File: config.mk
export PLATFORM = sky130hd
export DESIGN_NAME = bcd_two_digit_counter
export DESIGN_NICKNAME = d
export VERILOG_FILES = /design/src/rtl/bcd_cnt_pkg.sv /design/src/rtl/bcd_digit_cell.sv /design/src/rtl/bcd_term_detect.sv /design/src/rtl/bcd_two_digit_counter.sv
export SDC_FILE = /design/constraint.sdc
export NUM_CORES = 1
export LEC_CHECK = 0
export BUFFER_PORTS_ARGS = -buffer_cell sky130_fd_sc_hd__clkbuf_2
export CAP_MARGIN = 10
export CORE_AREA = 3 3 40 42
export CTS_CLUSTER_SIZE = 8
export DETAILED_ROUTE_END_ITERATION = 7
export DIE_AREA = 0 0 43 45
export GPL_TIMING_DRIVEN = 0
export PLACE_DENSITY_LB_ADDON = 0.12
export SLEW_MARGIN = 20
export SYNTH_ARGS = -nofsm -noshare
export SYNTH_HDL_FRONTEND = slang
export SYNTH_HIERARCHICAL = 1
export SYNTH_SLANG_ARGS = --single-unit
File: constraint.sdc
create_clock -name clk -period 1.86 [get_ports clk]
set_clock_uncertainty 0.15 [all_clocks]
set_input_delay 0.279 -clock clk [delete_from_list [all_inputs] [get_ports clk]]
set_output_delay 0.279 -clock clk [all_outputs]
set_load 0.005 [all_outputs]
File: src/rtl/bcd_cnt_pkg.sv
// Package: shared constants and the digit type for the decimal counter.
// Assumes 4-bit BCD digits that count up to 9.
package bcd_cnt_pkg;
    localparam int DIGIT_W   = 4;
    localparam int DIGIT_MAX = 9;
    typedef logic [DIGIT_W-1:0] digit_t;
endpackage

File: src/rtl/bcd_digit_cell.sv
// One BCD digit: steps by one when inc is high and wraps 9 -> 0.
// It raises wrap in the same cycle when it is about to roll over.
// Assumes clr and rst_n are synchronous; clear wins over inc.
module bcd_digit_cell
    import bcd_cnt_pkg::*;
(
    input  logic   clk,
    input  logic   rst_n,
    input  logic   clr,
    input  logic   inc,
    output digit_t val_q,
    output logic   wrap
);
    logic at_max;

    // Purpose: detect the top code and the rollover request.
    always_comb begin
        at_max = (val_q == digit_t'(DIGIT_MAX));
        wrap   = inc && at_max;
    end

    // Purpose: hold, step or wrap the digit register.
    always_ff @(posedge clk) begin
        if (!rst_n || clr) begin
            val_q <= '0;
        end else if (inc) begin
            val_q <= at_max ? '0 : val_q + digit_t'(1);
        end
    end

    AST_DIGIT_IN_RANGE: assert property (@(posedge clk) disable iff (!rst_n)
        val_q <= digit_t'(DIGIT_MAX));
    AST_HOLD_WITHOUT_INC: assert property (@(posedge clk) disable iff (!rst_n)
        (!inc && !clr) |=> $stable(val_q));
    AST_WRAP_TO_ZERO: assert property (@(posedge clk) disable iff (!rst_n)
        (inc && !clr && val_q == digit_t'(DIGIT_MAX)) |=> (val_q == '0));
    AST_STEP_BY_ONE: assert property (@(posedge clk) disable iff (!rst_n)
        (inc && !clr && val_q < digit_t'(DIGIT_MAX)) |=> (val_q == digit_t'($past(val_q) + digit_t'(1))));
    AST_CLEAR_ZERO: assert property (@(posedge clk) disable iff (!rst_n)
        clr |=> (val_q == '0));
endmodule

File: src/rtl/bcd_term_detect.sv
// Terminal-count detector: high when every digit is 9 and the enable is high.
// It is purely combinational, so a downstream stage sees it in the same cycle.
module bcd_term_detect
    import bcd_cnt_pkg::*;
#(
    parameter int NUM_DIGITS = 2
) (
    input  digit_t digits [NUM_DIGITS],
    input  logic   en,
    output logic   term
);
    // Purpose: AND together the per-digit top-code matches with the enable.
    always_comb begin
        term = en;
        for (int i = 0; i < NUM_DIGITS; i++) begin
            term = term && (digits[i] == digit_t'(DIGIT_MAX));
        end
    end
endmodule

File: src/rtl/bcd_two_digit_counter.sv
// Two-digit BCD up-counter. The units cell is enabled by en. Each higher
// cell is enabled by the wrap output of the cell below it. carry_out marks
// the 99 -> 00 edge so that stages can be chained.
// Assumes a single clock; rst_n, clr and en are synchronous to clk.
module bcd_two_digit_counter
    import bcd_cnt_pkg::*;
(
    input  logic       clk,
    input  logic       rst_n,
    input  logic       clr,
    input  logic       en,
    output logic [3:0] ones_q,
    output logic [3:0] tens_q,
    output logic       carry_out
);
    localparam int NUM_DIGITS = 2;

    digit_t               digit_q [NUM_DIGITS];
    logic [NUM_DIGITS:0]  ripple;
    logic                 term_all_max;

    assign ripple[0] = en;

    generate
        for (genvar g = 0; g < NUM_DIGITS; g++) begin : g_digit
            bcd_digit_cell u_cell (
                .clk   (clk),
                .rst_n (rst_n),
                .clr   (clr),
                .inc   (ripple[g]),
                .val_q (digit_q[g]),
                .wrap  (ripple[g+1])
            );
        end
    endgenerate

    bcd_term_detect #(.NUM_DIGITS(NUM_DIGITS)) u_term (
        .digits (digit_q),
        .en     (en),
        .term   (term_all_max)
    );

    // Purpose: map the digit cells onto the output ports.
    always_comb begin
        ones_q    = digit_q[0];
        tens_q    = digit_q[1];
        carry_out = term_all_max;
    end

    AST_CHAIN_MATCHES_TERM: assert property (@(posedge clk) disable iff (!rst_n)
        ripple[NUM_DIGITS] == term_all_max);
    AST_CARRY_ONLY_AT_TOP: assert property (@(posedge clk) disable iff (!rst_n)
        carry_out |-> (en && ones_q == 4'd9 && tens_q == 4'd9));
    AST_TENS_HOLDS: assert property (@(posedge clk) disable iff (!rst_n)
        (!clr && !(en && ones_q == 4'd9)) |=> $stable(tens_q));
    AST_FULL_WRAP: assert property (@(posedge clk) disable iff (!rst_n)
        (!clr && en && ones_q == 4'd9 && tens_q == 4'd9) |=> (ones_q == 4'd0 && tens_q == 4'd0));
endmodule

==> reports/qor.csv <==
stage,metric,value,unit
placement,portBuffers,12,
power,p_int,254,uW
clock_tree,clockRootBuffer,clkbuf_4,
placement,pre_cts_ws,-75.3,ps
sta,rsz0062_at_grt,false,
global_route,overflow,0,
global_route,track_usage,9.52,%
route,drt-pass1-iter-count,4,
floorplan,initial_core_util,32.1,%
route,drc,0,
final_layout,drive_gt1_share,33.9,%
job,drv_cap,0,
critical_path,critPathRequiredTime,1890,ps
floorplan,die_x,43,um
global_route,grt_pass1_wl,1380,um
clock_tree,cts_tree,yes,
synthesis,syn_area,413,um2
critical_path,cp.arrival,1670,ps
route,routed_via_density,4.77,
final_layout,num-fill-cells,126,
route,wl_per_cell,10.6,um
clock_tree,clk_pin_slew_worst_paths,50,ps
outcome,outcome,"finished, final reports clean",
sta,fmax,613,MHz
global_route,grt_pass1_vias,302,
final_layout,multiInputGateArea,260,um2
floorplan,core-area,0.00128,mm2
synthesis,synth_nets,51,
floorplan,die-height,45,um
sta,relSlewSlack,76.9,%
synthesis,syn_inst,47,
power,peakVddDrop,0.342,mV
sta,finalCriticalPeriod,1630,ps
min_path,hold_path_class,primary input to flop,
sta,tightest_slew,345,ps
global_route,antenna_found_initial,0,
final_layout,top_regs,g_digit.u_cell/val_q (8),
critical_path,critPathMaxFanout,6,
sta,maxSlewViolCount,0,
clock_tree,cts_max_path_buffers,2,
final_layout,regMostFlops,g_digit.u_cell/val_q,
power,switching_share,21.1,%
placement,hpwlAfterDp,595,um
route,drtIter0Drc,5,
power,power_frac_seq,54.7,%
floorplan,ios,13,
power,power_density,608,mW/mm2
synthesis,syn_area_per_cell,8.79,um2
sta,layout_setup_ws,227,ps
final_layout,area.growth.synth_to_final,28.2,%
placement,gp_congestion,0.664,
clock_tree,post_cts_buffers,0,
route,routed_wirelength,820,um
critical_path,cp-end-kind,flop,
clock_tree,cts_sinks,8,
synthesis,ys_warn_count,6,
global_route,grt_max_degree,10,
route,num_vias,367,
clock_tree,cts-htree-levels,1,
clock_tree,postCtsHoldBufs,0,
sta,hold_viol_final,0,
final_layout,ff_latch_area,160,um2
route,ant_nets,0,
critical_path,start_kind,flop,
power,clkPwrFrac,40.1,%
floorplan,rows,13,
sta,min_period_over_period,87.8,%
sta,finalSetupViolations,0,
power,p_total,322,uW
floorplan,dieArea,0.00194,mm2
final_layout,largest_register_ffs,8,
power,power_frac_comb,5.2,%
power,total_switching_power,67.9,uW
critical_path,critical_path_class,flop to flop,
final_layout,n_antenna_cell,0,
final_layout,nNetsFinal,68,
clock_tree,cts_buffers,3,
power,p_leak,0.192,nW
clock_tree,clkLatencyLatePin,250,ps
layer usage:
metal | track usage (%) | vias to the layer above | routed length [um]
li1 | - | 198 | -
met1 | 14.3 | 160 | 422
met2 | 11.7 | 9 | 341
met3 | 2.79 | 0 | 55
met4 | 5.42 | 0 | 0
met5 | 0 | - | 0
power by group through the flow:
stage / clock network (mW) / registers, mW / logic (mW)
final: 0.129 / 0.176 / 0.0167
after global routing: 0.145 / 0.176 / 0.0186
after CTS: 0.137 / 0.176 / 0.0165
after detailed placement: 0 / 0.179 / 0.0162
after global placement: 0 / 0.179 / 0.0165
after floorplan: 0 / 0.179 / 0.00830
stage by stage:
stage	area (um2)	TNS (ps)	util [%]	std cells	hold slack (ps)
finish	529	0	41.2	77	215
floorplan	413	0	-	47	277
CTS	520	0	40.5	77	207
global placement	492	-148	38.3	74	377
detailed placement	492	-88.8	38.3	74	388
global route	529	0	41.2	77	237
area by class of cell:
cell class / instances / area share (%)
tap: 15 / 3.55
clock buffer: 3 / 4.26
inverter: 2 / 1.42
sequential: 8 / 30.3
timing repair buffer: 12 / 11.3
multi-input combinational: 37 / 49.2
repair_timing:
| item | 4_1_cts | 5_1_grt |
|---|---|---|
| setup endpoints to repair | 3 | 1 |
| gates resized for setup | 1 | 1 |
| hold endpoints to repair | 0 | 0 |
worst max-delay path, stage by stage (launching register included):
cell,delay [ps]
dfxtp_1,440
nand2_2,130
nor4b_4,330
nand2_2,100
a211o_1,290
a21oi_2,120
layout by cell type, fill, tap and decap left out:
| master | instances |
|---|---|
| o21ai_0 | 2 |
| nand2b_1 | 3 |
| a21oi_2 | 2 |
| nand2_1 | 3 |
| and4b_1 | 2 |
| nand4bb_1 | 1 |
| a211o_1 | 2 |
| nor2b_1 | 4 |
| nand3_1 | 2 |
| clkbuf_4 | 3 |
| clkbuf_2 | 12 |
| xnor2_1 | 4 |
| a21oi_1 | 2 |
| nor4b_4 | 1 |
| inv_1 | 2 |
| o21ai_1 | 2 |
| nand2_2 | 2 |
| nor2_1 | 4 |
| dfxtp_1 | 8 |
| nor4_2 | 1 |
final timing paths:
check	start	slack, ps	endpoint	cells past startpoint
setup reg to reg	g_digit[0].u_cell/val_q[0]	230	g_digit[1].u_cell/val_q[1]	5
setup / recovery	g_digit[0].u_cell/val_q[0]	230	g_digit[1].u_cell/val_q[1]	5
hold reg to reg	g_digit[1].u_cell/val_q[2]	390	g_digit[1].u_cell/val_q[3]	2
hold / removal	rst_n	220	g_digit[1].u_cell/val_q[1]	3
(Power assumes the default switching activity.)
